### config.mk
export PLATFORM = sky130hd
export DESIGN_NAME = coarse_trip_search
export DESIGN_NICKNAME = d
export VERILOG_FILES = /design/src/rtl/tsrch_pkg.sv /design/src/rtl/tsrch_settle_timer.sv /design/src/rtl/tsrch_lowest_pick.sv /design/src/rtl/tsrch_trip_store.sv /design/src/rtl/coarse_trip_search.sv
export SDC_FILE = /design/constraint.sdc
export NUM_CORES = 1
export LEC_CHECK = 0
export CAP_MARGIN = 20
export CELL_PAD_IN_SITES_DETAIL_PLACEMENT = 2
export CELL_PAD_IN_SITES_GLOBAL_PLACEMENT = 2
export CORE_MARGIN = 4
export CORE_UTILIZATION = 35
export CTS_CLUSTER_SIZE = 10
export DETAILED_ROUTE_END_ITERATION = 10
export PLACE_DENSITY_LB_ADDON = 0.15
export SETUP_SLACK_MARGIN = 0.4
export SYNTH_ARGS = -nofsm -noshare
export SYNTH_HDL_FRONTEND = slang
export SYNTH_SLANG_ARGS = --single-unit
### constraint.sdc
create_clock -name clk -period 9.6 [get_ports clk]
set_input_delay 1.92 -clock clk [delete_from_list [all_inputs] [get_ports clk]]
set_output_delay 1.92 -clock clk [all_outputs]
set_load 0.1 [all_outputs]
### src/rtl/tsrch_pkg.sv
// Shared types for the coarse trip-point search sequencer.
// Assumes: nothing beyond IEEE 1800-2017 enum support.
package tsrch_pkg;

    // Top-level control states
    typedef enum logic [1:0] {
        ST_IDLE = 2'd0,
        ST_WAIT = 2'd1,
        ST_EVAL = 2'd2
    } tsrch_state_t;

    // Which DAC level of the current window is being settled
    typedef enum logic [1:0] {
        PH_MID = 2'd0,
        PH_LO  = 2'd1,
        PH_HI  = 2'd2
    } tsrch_phase_t;

endpackage

### src/rtl/tsrch_settle_timer.sv
// Settle timer: counts cycles after each DAC load and flags when the
// programmed settle count has elapsed.
// Assumes: limit is stable while run is high; restart has priority.
module tsrch_settle_timer #(
    parameter int SET_W = 8
) (
    input  logic             clk,
    input  logic             rst_n,
    input  logic             restart,
    input  logic             run,
    input  logic [SET_W-1:0] limit,
    output logic             expired
);

    logic [SET_W-1:0] cnt_q;

    // Expiry when the wait has covered limit+1 cycles
    always_comb begin
        expired = run && (cnt_q == limit);
    end

    // Count up while waiting, clear on each new DAC level
    always_ff @(posedge clk) begin
        if (!rst_n) begin
            cnt_q <= '0;
        end else if (restart) begin
            cnt_q <= '0;
        end else if (run && !expired) begin
            cnt_q <= cnt_q + 1'b1;
        end
    end

endmodule

### src/rtl/tsrch_lowest_pick.sv
// Lowest-index picker: from a candidate vector returns whether any bit is
// set, the one-hot of the lowest set bit, and its binary index.
// Assumes: IDX_W is wide enough to encode N-1.
module tsrch_lowest_pick #(
    parameter int N     = 21,
    parameter int IDX_W = 5
) (
    input  logic [N-1:0]     cand,
    output logic             found,
    output logic [N-1:0]     onehot,
    output logic [IDX_W-1:0] idx
);

    logic [N:0] below_any;

    assign below_any[0] = 1'b0;

    // Ripple a "some lower bit is set" chain and mask each candidate with it
    for (genvar g = 0; g < N; g++) begin : g_chain
        assign below_any[g+1] = below_any[g] | cand[g];
        assign onehot[g]      = cand[g] & ~below_any[g];
    end

    assign found = below_any[N];

    // Encode the one-hot winner into a binary index
    always_comb begin
        idx = '0;
        for (int i = 0; i < N; i++) begin
            if (onehot[i]) begin
                idx = idx | IDX_W'(i);
            end
        end
    end

endmodule

### src/rtl/tsrch_trip_store.sv
// Trip record store: one index/code register pair per coarse transition,
// cleared at the start of a run and written once per found transition.
// Assumes: wr_slot < SLOTS whenever wr_en is high.
module tsrch_trip_store #(
    parameter int SLOTS  = 7,
    parameter int IDX_W  = 5,
    parameter int CODE_W = 10,
    parameter int SLOT_W = 3
) (
    input  logic                    clk,
    input  logic                    rst_n,
    input  logic                    clear,
    input  logic                    wr_en,
    input  logic [SLOT_W-1:0]       wr_slot,
    input  logic [IDX_W-1:0]        wr_idx,
    input  logic [CODE_W-1:0]       wr_code,
    output logic [SLOTS*IDX_W-1:0]  idx_flat,
    output logic [SLOTS*CODE_W-1:0] code_flat
);

    for (genvar s = 0; s < SLOTS; s++) begin : g_slot
        logic [IDX_W-1:0]  idx_q;
        logic [CODE_W-1:0] code_q;

        // Hold the record of transition s+1
        always_ff @(posedge clk) begin
            if (!rst_n || clear) begin
                idx_q  <= '0;
                code_q <= '0;
            end else if (wr_en && (wr_slot == SLOT_W'(s))) begin
                idx_q  <= wr_idx;
                code_q <= wr_code;
            end
        end

        assign idx_flat[s*IDX_W +: IDX_W]    = idx_q;
        assign code_flat[s*CODE_W +: CODE_W] = code_q;
    end

endmodule

### src/rtl/coarse_trip_search.sv
// Coarse trip-point search sequencer. For each coarse transition in turn it
// samples the comparator bank at the ideal level, then probes a symmetric
// window that widens by one DAC step per miss. It takes the lowest-index
// unchosen comparator that flips inside the window, stores its index and
// exact trip code, and leaves only the chosen comparators enabled.
// Assumes: cmp_out is a function of dac_code that is valid settle_cycles+1
// cycles after a DAC change; each comparator reads 1 at or above its trip.
module coarse_trip_search
    import tsrch_pkg::*;
#(
    parameter int NUM_CMP   = 21,
    parameter int NUM_TRANS = 7,
    parameter int DAC_W     = 10,
    parameter int MAX_DELTA = 64,
    parameter int SET_W     = 8
) (
    input  logic                                   clk,
    input  logic                                   rst_n,
    input  logic                                   start,
    input  logic [SET_W-1:0]                       settle_cycles,
    input  logic [NUM_CMP-1:0]                     cmp_out,
    output logic [DAC_W-1:0]                       dac_code,
    output logic                                   busy,
    output logic                                   done,
    output logic                                   fail,
    output logic [NUM_CMP-1:0]                     cmp_en,
    output logic [NUM_TRANS*$clog2(NUM_CMP)-1:0]   trip_idx,
    output logic [NUM_TRANS*DAC_W-1:0]             trip_code
);

    localparam int IDX_W   = $clog2(NUM_CMP);
    localparam int SLOT_W  = $clog2(NUM_TRANS);
    localparam int DELTA_W = $clog2(MAX_DELTA + 1);
    localparam int STEP    = (2 ** DAC_W) / (NUM_TRANS + 1);
    localparam int WIDE_W  = DAC_W + 1;
    localparam logic [SLOT_W-1:0]  LAST_SLOT = SLOT_W'(NUM_TRANS - 1);
    localparam logic [DELTA_W-1:0] TOP_DELTA = DELTA_W'(MAX_DELTA);

    tsrch_state_t state_q;
    tsrch_phase_t phase_q;
    logic [SLOT_W-1:0]  slot_q;
    logic [DELTA_W-1:0] delta_q;
    logic [DAC_W-1:0]   dac_q;
    logic [NUM_CMP-1:0] mid_q, lo_q, hi_q, taken_q, en_q;
    logic               done_q, fail_q;

    logic               tmr_exp, dac_load;
    logic [NUM_CMP-1:0] cand, pk_onehot;
    logic               pk_found;
    logic [IDX_W-1:0]   pk_idx;
    logic [WIDE_W-1:0]  ideal_w, delta_w, step_lo, step_hi, wide_lo, trip_w;
    logic               rec_en, last_hit, out_of_room;

    // Ideal DAC level of transition slot+1
    function automatic logic [WIDE_W-1:0] ideal_of(input logic [SLOT_W-1:0] s);
        return WIDE_W'((int'(s) + 1) * STEP);
    endfunction

    // Window edges for the present and the next wider window
    always_comb begin
        ideal_w = ideal_of(slot_q);
        delta_w = WIDE_W'(delta_q);
        step_lo = ideal_w - delta_w;
        step_hi = ideal_w + delta_w;
        wide_lo = ideal_w - delta_w - WIDE_W'(1);
    end

    // Candidates flip between the low and high probe and are still free
    always_comb begin
        cand = (lo_q ^ hi_q) & ~taken_q;
    end

    tsrch_lowest_pick #(
        .N     (NUM_CMP),
        .IDX_W (IDX_W)
    ) u_pick (
        .cand   (cand),
        .found  (pk_found),
        .onehot (pk_onehot),
        .idx    (pk_idx)
    );

    // Exact trip: ideal-level decision tells which window edge crossed
    always_comb begin
        trip_w = mid_q[pk_idx] ? (step_lo + WIDE_W'(1)) : step_hi;
    end

    // Evaluation outcomes and the DAC-load strobe for the settle timer
    always_comb begin
        rec_en      = (state_q == ST_EVAL) && pk_found;
        last_hit    = rec_en && (slot_q == LAST_SLOT);
        out_of_room = (state_q == ST_EVAL) && !pk_found && (delta_q == TOP_DELTA);
        dac_load    = ((state_q == ST_IDLE) && start)
                    || ((state_q == ST_WAIT) && tmr_exp && (phase_q != PH_HI))
                    || ((state_q == ST_EVAL) && !last_hit && !out_of_room);
    end

    tsrch_settle_timer #(
        .SET_W (SET_W)
    ) u_timer (
        .clk     (clk),
        .rst_n   (rst_n),
        .restart (dac_load),
        .run     (state_q == ST_WAIT),
        .limit   (settle_cycles),
        .expired (tmr_exp)
    );

    tsrch_trip_store #(
        .SLOTS  (NUM_TRANS),
        .IDX_W  (IDX_W),
        .CODE_W (DAC_W),
        .SLOT_W (SLOT_W)
    ) u_store (
        .clk       (clk),
        .rst_n     (rst_n),
        .clear     ((state_q == ST_IDLE) && start),
        .wr_en     (rec_en),
        .wr_slot   (slot_q),
        .wr_idx    (pk_idx),
        .wr_code   (trip_w[DAC_W-1:0]),
        .idx_flat  (trip_idx),
        .code_flat (trip_code)
    );

    // Sequence control: step DAC levels, sample decisions, evaluate windows
    always_ff @(posedge clk) begin
        if (!rst_n) begin
            state_q <= ST_IDLE;
            phase_q <= PH_MID;
            slot_q  <= '0;
            delta_q <= DELTA_W'(1);
            dac_q   <= '0;
            mid_q   <= '0;
            lo_q    <= '0;
            hi_q    <= '0;
            taken_q <= '0;
            en_q    <= '1;
            done_q  <= 1'b0;
            fail_q  <= 1'b0;
        end else begin
            done_q <= 1'b0;
            unique case (state_q)
                ST_IDLE: begin
                    if (start) begin
                        slot_q  <= '0;
                        delta_q <= DELTA_W'(1);
                        taken_q <= '0;
                        en_q    <= '1;
                        fail_q  <= 1'b0;
                        phase_q <= PH_MID;
                        dac_q   <= ideal_of('0)[DAC_W-1:0];
                        state_q <= ST_WAIT;
                    end
                end
                ST_WAIT: begin
                    if (tmr_exp) begin
                        unique case (phase_q)
                            PH_MID: begin
                                mid_q   <= cmp_out;
                                dac_q   <= step_lo[DAC_W-1:0];
                                phase_q <= PH_LO;
                            end
                            PH_LO: begin
                                lo_q    <= cmp_out;
                                dac_q   <= step_hi[DAC_W-1:0];
                                phase_q <= PH_HI;
                            end
                            default: begin
                                hi_q    <= cmp_out;
                                state_q <= ST_EVAL;
                            end
                        endcase
                    end
                end
                default: begin
                    if (pk_found) begin
                        taken_q <= taken_q | pk_onehot;
                        if (last_hit) begin
                            en_q    <= taken_q | pk_onehot;
                            done_q  <= 1'b1;
                            state_q <= ST_IDLE;
                        end else begin
                            slot_q  <= slot_q + 1'b1;
                            delta_q <= DELTA_W'(1);
                            dac_q   <= ideal_of(slot_q + 1'b1)[DAC_W-1:0];
                            phase_q <= PH_MID;
                            state_q <= ST_WAIT;
                        end
                    end else if (out_of_room) begin
                        fail_q  <= 1'b1;
                        state_q <= ST_IDLE;
                    end else begin
                        delta_q <= delta_q + 1'b1;
                        dac_q   <= wide_lo[DAC_W-1:0];
                        phase_q <= PH_LO;
                        state_q <= ST_WAIT;
                    end
                end
            endcase
        end
    end

    assign dac_code = dac_q;
    assign busy     = (state_q != ST_IDLE);
    assign done     = done_q;
    assign fail     = fail_q;
    assign cmp_en   = en_q;

endmodule

Word level (Yosys, flattened, before mapping) --
Cells that the tools add are included.
Cells by class: add/sub/neg operators 9, $mul 0, div/mod/pow operators 0, magnitude comparators 1, equality and inequality tests 22, shift-type cells 0, mux-type cells 65, bitwise operators 68, reductions and logical operators 45
Operator list (count):
- 21-bit two-way mux | 5
- 21-bit case mux with 2 select lines | 2
- 10-bit two-way mux | 6
- 10-bit case mux with 2 select lines | 2
- 4-bit two-way mux | 8
- 7-bit two-way mux | 4
- 5-bit two-way mux | 5
- 1-bit NOT | 24
- 2-bit two-way mux | 11
- 21-bit bitwise AND | 1
- 3-bit two-way mux | 7
- 21-bit NOT | 1
- 21-bit OR | 1
- 21-bit bitwise XOR | 1
- 1-bit bitwise AND | 20
- 1-bit OR | 20
- 1-bit logical AND | 17
- 4-bit AND reduction | 4
- 3-bit AND reduction | 5
- 7-bit case mux with 2 select lines | 1
- 2-bit case mux with 2 select lines | 3
- 10-bit by 1-bit adder with 10-bit output (second input constant) | 1
- 10-bit by 7-bit adder with 10-bit output | 1
- 10-bit by 1-bit subtractor with 10-bit output (second input constant) | 1
- other kinds (29) | 59
Storage, ports and cells: register bits after elaboration 244, latch bits 0, memory bits (writable) 0, memory bits (read-only) 0, input port bits 32, memories kept 0

Logic depth before layout (Yosys ltp) --
depth after elaboration 29, mapped depth 16, depth with buffers taken out 14

Hierarchy --
From an unflattened synthesis, not the netlist that was laid out.
Second synthesis, totals: cells, all modules 1273, area total of the unflattened synthesis 11350.9 um^2
Modules (own cells, without submodules):
- coarse_trip_search | times used 1, cells each 770, area an instance 6089.6 um^2, seq. area each 2622.5 um^2
- tsrch_trip_store | times used 1, cells each 380, area an instance 4346.7 um^2, seq. area each 2102.0 um^2
- tsrch_settle_timer | times used 1, cells each 55, area an instance 481.7 um^2, seq. area each 160.2 um^2
- tsrch_lowest_pick | times used 1, cells each 68, area an instance 432.9 um^2, seq. area each 0.0 um^2

Worst setup path after synthesis --
OpenSTA, ideal clock, no wires.
path kind register -> register, start point register hi_q[0], end point register u_store.g_slot[0].code_q[7], library setup time 132 ps, arrival time 3350 ps, setup slack 6117 ps, cell stages (with the launch flop) 14, buffers on the path 1, period minus slack after synthesis 3483 ps, cell sequence dfxtp_1 xor2_1 a222oi_1 and4_1 nand2_1 or3_1 and2_4 mux2_4 a31oi_1 nand4_2 or3_1 clkbuf_2 nand3_1 a21oi_1
On the way: cells in the longest elaborated chain, start to end 27
RTL lines:
- start, declared | line coarse_trip_search.sv:44 | logic [NUM_CMP-1:0] mid_q, lo_q, hi_q, taken_q, en_q;
- start signal, assigned | line coarse_trip_search.sv:170 | hi_q <= cmp_out;
- 21-bit bitwise XOR * | line coarse_trip_search.sv:70 | cand = (lo_q ^ hi_q) & ~taken_q;
- 21-bit bitwise AND * | line coarse_trip_search.sv:70
- 1-bit NOT / 1-bit OR (equally long branches) | line tsrch_lowest_pick.sv:21, tsrch_lowest_pick.sv:20
- 1-bit bitwise AND (tied with other cells) | line tsrch_lowest_pick.sv:21 | assign onehot[g] = cand[g] & ~below_any[g];
- 1-bit two-way mux (tied with other cells) | line tsrch_lowest_pick.sv:30 | if (onehot[i]) begin
- 2-bit two-way mux (tied with other cells) (2 in a row) | line tsrch_lowest_pick.sv:30
- 3-bit two-way mux (tied with other cells) (4 in a row) | line tsrch_lowest_pick.sv:30
- 4-bit two-way mux (tied with other cells) (8 in a row) | line tsrch_lowest_pick.sv:30
- 5-bit two-way mux (tied with other cells) (3 in a row) | line tsrch_lowest_pick.sv:30
- 5-bit two-way mux / 1-bit bitwise AND (equally long branches) | line tsrch_lowest_pick.sv:30, tsrch_lowest_pick.sv:21
- 5-bit two-way mux | line tsrch_lowest_pick.sv:30
- 1-bit binary-select mux with 5-bit select | line coarse_trip_search.sv:85 | trip_w = mid_q[pk_idx] ? (step_lo + WIDE_W'(1)) : step_hi;
- 1-bit two-way mux (implied by the code) | line coarse_trip_search.sv:85
- 10-bit two-way mux | line coarse_trip_search.sv:85
- end signal, assigned | line tsrch_trip_store.sv:32 | code_q <= wr_code;
- end, declared | line tsrch_trip_store.sv:23 | logic [CODE_W-1:0] code_q;
Every way passes the cells marked *; elsewhere a longest branch is shown, timed or not. The select of a mux whose other input is x is not followed. A chain may end at the register's enable or synchronous reset.

Final worst setup path --
start point register hi_q[0], end point register u_store.g_slot[3].code_q[6]
On the way: cells in the longest elaborated chain, start to end 27
RTL lines (line):
- 21-bit bitwise XOR * | coarse_trip_search.sv:70
- 21-bit bitwise AND * | coarse_trip_search.sv:70
- 1-bit NOT / 1-bit OR (equally long branches) | tsrch_lowest_pick.sv:21, tsrch_lowest_pick.sv:20
- 1-bit bitwise AND (tied with other cells) | tsrch_lowest_pick.sv:21
- 1-bit two-way mux (tied with other cells) | tsrch_lowest_pick.sv:30
- 2-bit two-way mux (tied with other cells) (2 in a row) | tsrch_lowest_pick.sv:30
- 3-bit two-way mux (tied with other cells) (4 in a row) | tsrch_lowest_pick.sv:30
- 4-bit two-way mux (tied with other cells) (8 in a row) | tsrch_lowest_pick.sv:30
- 5-bit two-way mux (tied with other cells) (3 in a row) | tsrch_lowest_pick.sv:30
- 5-bit two-way mux / 1-bit bitwise AND (equally long branches) | tsrch_lowest_pick.sv:30, tsrch_lowest_pick.sv:21
- 5-bit two-way mux | tsrch_lowest_pick.sv:30
- 1-bit binary-select mux with 5-bit select | coarse_trip_search.sv:85
- 1-bit two-way mux (implied by the code) | coarse_trip_search.sv:85
- 10-bit two-way mux | coarse_trip_search.sv:85
- end signal, assigned | tsrch_trip_store.sv:32
- end, declared | tsrch_trip_store.sv:23
Marks and branches as above.

==> flow_metrics.tcl <==
set metrics [dict create \
    synth-seq-area-share_pct 44.6 \
    grt_util_all_layers_pct 22.3 \
    fmax_ghz 0.203 \
    post-route-period-util_pct 51.2 \
    synth_seq_cells 244 \
    fin_nets 1446 \
    clockBufferDepth 3 \
    area_growth_pct 25.9 \
    clkTransAtPathRegs_ps 60 \
    drive_gt1_share_pct 5.58 \
    p_int_w 0.00170 \
    antenna-diode-count 0 \
    irDropWorstVdd_mv 0.138 \
    synth_largest_area_cell "dfxtp_1" \
    synth_cell_types 64 \
    grt-ovfl-total 0 \
    vias 9971 \
    cts_resized 0 \
    finalSetupViolCount 0 \
    cp_cell_sequence "xor2_1 > a222oi_1 > and4_1 > nand2_1 > or3_1 > and2_4 > mux2_4 > a31oi_1 > and4_1 > nand2_1 > xor2_2 > a21oi_1" \
    critPathKind "reg2reg" \
    hold_viol_final 0 \
    place_hpwl_mm 27.6 \
    netlist.area_leader.share_pct 44.6 \
    hp-start "u_store.g_slot[3].idx_q[3]" \
    rows 64 \
    path_delay_family "simple AND/OR/NAND/NOR gates" \
    portBuffers 170 \
    cp_slowest_stage_delay_ps 780 \
    max_cap_violations 0 \
    r2r_slack_ps 4680 \
    syn_area_sq_um 11000 \
    drtPass1Iterations 4 \
    arrival_ps 5330 \
    cp.required_ps 10010 \
    cts_made_buffers 30 \
    die-width_um 185 \
    tns_ps 0 \
    synth_area_leaders "dfxtp_1 (45%), mux2i_1 (5.3%), nand2_1 (4.9%)" \
    combPwrFrac_pct 8.7 \
    outcome "complete, no violations" \
    core-area_sq_um 30700 \
    rsz0062_at_grt "false" \
    finClkSkew_ps 24.2 \
    p_leak_nw 5.02 \
    antenna_found_initial 0 \
    cts_tree "built" \
    synth_edf_count 0 \
    cts_root_buffer "clkbuf_16" \
    nFillCells 3389 \
    synth_xor_area_share_pct 6.20 \
    wl_per_cell_um 21.6 \
    async_reset_ff_share_pct 0 \
    start_util_pct 35.6 \
    detail-route-antenna-nets 0 \
    insertion_delay_ps 570 \
    tightest_slew_ps 1080 \
    gp_congestion 0.828 \
    grt_first_pass_wirelength_mm 61.5 \
    cp-end-kind "flop" \
    hold_slack_ps 463 \
    timing.final.crit_period_ps 4920 \
    muxShareOfSynthArea_pct 5.75 \
    synth_top_family_by_area "simple AND/OR/NAND/NOR gates" \
    synth_fa_ha_area_share_pct 1.03 \
    worstSetupStartpoint "hi_q[0]" \
    drc 0 \
    netSwitchingPower_w 0.000583 \
    syn_nets 1324 \
    drtIter0Drc 477 \
    postCtsSetupBuffers 0 \
    grt_start_max_net_pins 106 \
    cts.hold.buffers_added 0 \
    routed_via_density 5.51 \
    swShare_pct 25.5 \
    die_area_sq_um 34200 \
    synth_simple_gate_area_share_pct 21.5 \
    synth_warnings 0 \
    totalWireLength_mm 39.1 \
    pwr-share-clk_pct 46.2 \
    holdCritPathClass "reg2reg" \
    slew_violations 0 \
    cts_max_level 1 \
    power_w 0.00229 \
    syn_avg_cell_area_sq_um 8.54 \
    die_h_um 185 \
    critical_path.startpoint_type "flop" \
    synth_ff_type "dfxtp_1" \
    cp_max_fo 15 \
    pwr-share-seq_pct 45.1 \
    first_global_vias 10727 \
    synthCells 1283 \
    synth_compound_area_share_pct 17.1 \
    cts.sinks 244 \
    relSlewSlack_pct 27.7 \
    slowest_stage "and4_1" \
    r2r_start "hi_q[0]" \
    crit_buf_inv 0 \
    num_io_pins 171 \
    cellPowerDensity_nw_per_um2 166 \
]
[synthesized netlist by cell type, types with 3 or more instances]
cell type,instances
or4_1,7
nor3_1,15
a21boi_0,23
mux2_2,3
nand2b_1,5
buf_1,5
or2_2,3
clkbuf_1,79
a211o_1,3
nor2_1,135
a22oi_1,36
o21ai_1,6
o21ai_0,57
nand3_1,44
a31oi_1,8
xnor2_1,45
a2111oi_0,6
nand4_1,19
and4_1,3
and3_1,14
and2_1,11
inv_1,18
a221oi_1,3
nor2_2,5
or3_1,4
o22ai_1,31
buf_2,6
ha_1,9
a21oi_1,64
o22a_1,3
xor2_1,27
a211oi_1,30
nand2_1,143
o211ai_1,3
nor4_1,19
nor2b_1,57
dfxtp_1,244
mux2i_1,58
[cells in the final DEF, fill, tap and decap left out, drive strengths merged, types with 4 or more instances in the layout]
cell type / instances
a2111oi: 6
a211oi: 30
a21boi: 23
a21oi: 65
a22oi: 36
a31oi: 8
and2: 12
and3: 14
buf: 13
clkbuf: 38
clkdlybuf4s50: 169
dfxtp: 244
ha: 9
inv: 18
mux2: 4
mux2i: 58
nand2: 143
nand2b: 5
nand3: 44
nand4: 20
nor2: 140
nor2b: 57
nor3: 16
nor4: 19
o21ai: 64
o22ai: 31
or3: 4
or4: 7
xnor2: 46
xor2: 29
[layout make-up]
class,count,area [sq um],area share [%]
multi-input combinational,929,5660,41.1
sequential,244,4880,35.4
timing repair buffer,182,1790,13.0
clock buffer,38,831,6.02
tap,396,495,3.59
inverter,18,67.6,0.490
clock inverter,4,60.1,0.435
[metal layers]
| metal | share of wire (%) | global-route usage, % | vias up |
|---|---|---|---|
| met4 | 2.6 | 5.99 | 0 |
| li1 | - | - | 4733 |
| met5 | 0 | 0 | - |
| met3 | 3.0 | 2.36 | 56 |
| met2 | 51 | 40.8 | 172 |
| met1 | 44 | 28.1 | 5010 |
[path summary, 6_finish.rpt]
kind	endpoint	depth (start not counted)
max	u_store.g_slot[3].code_q[6]	12
min	u_store.g_slot[3].idx_q[3]	2
max reg2reg	u_store.g_slot[3].code_q[6]	12
min reg2reg	u_store.g_slot[3].idx_q[3]	2
[kinds of logic (layout without fill, tap and decap cells)]
group           count (synthesis)  after routing
simple gates                  492            492
xor+xnor                       75             75
flops                         244            244
fa+ha+maj                       9              9
buf+inv                       110            242
mux                            62             62
compound gates                291            291
[registers in the layout, indices dropped and copies added (netlist names)]
register / count
cmp_en: 21
dac_code: 10
delta_q: 7
done: 1
fail: 1
hi_q: 21
lo_q: 21
mid_q: 21
phase_q: 2
slot_q: 3
state_q: 2
taken_q: 21
u_store.g_slot.code_q: 70
u_store.g_slot.idx_q: 35
u_timer.cnt_q: 8
[power groups by stage]
stage                     sequential, W  clock, W  combinational [W]
after floorplan                 0.00110         0          0.0000864
after global placement          0.00105         0           0.000197
after detailed placement        0.00105         0           0.000200
after CTS                       0.00103   0.00108           0.000201
after global routing            0.00103   0.00113           0.000213
final                           0.00103   0.00106           0.000199
[tightest hold or removal path, stage by stage (launching register included)]
cell and delay [ps]:
dfxtp_1 310, nand2_1 50, a21oi_1 50
[metrics by stage]
step,setup slack (ps),cells,utilization [%],instance area (sq um)
3_3_place_gp,4770,1768,41.9,12900
4_1_cts,4610,1811,44.9,13800
5_1_grt,4180,1811,44.9,13800
3_5_place_dp,4650,1769,42.0,12900
2_1_floorplan,6120,1283,-,11000
6_report,4680,1811,44.9,13800
No activity file was read; power rests on OpenSTA's default activity.
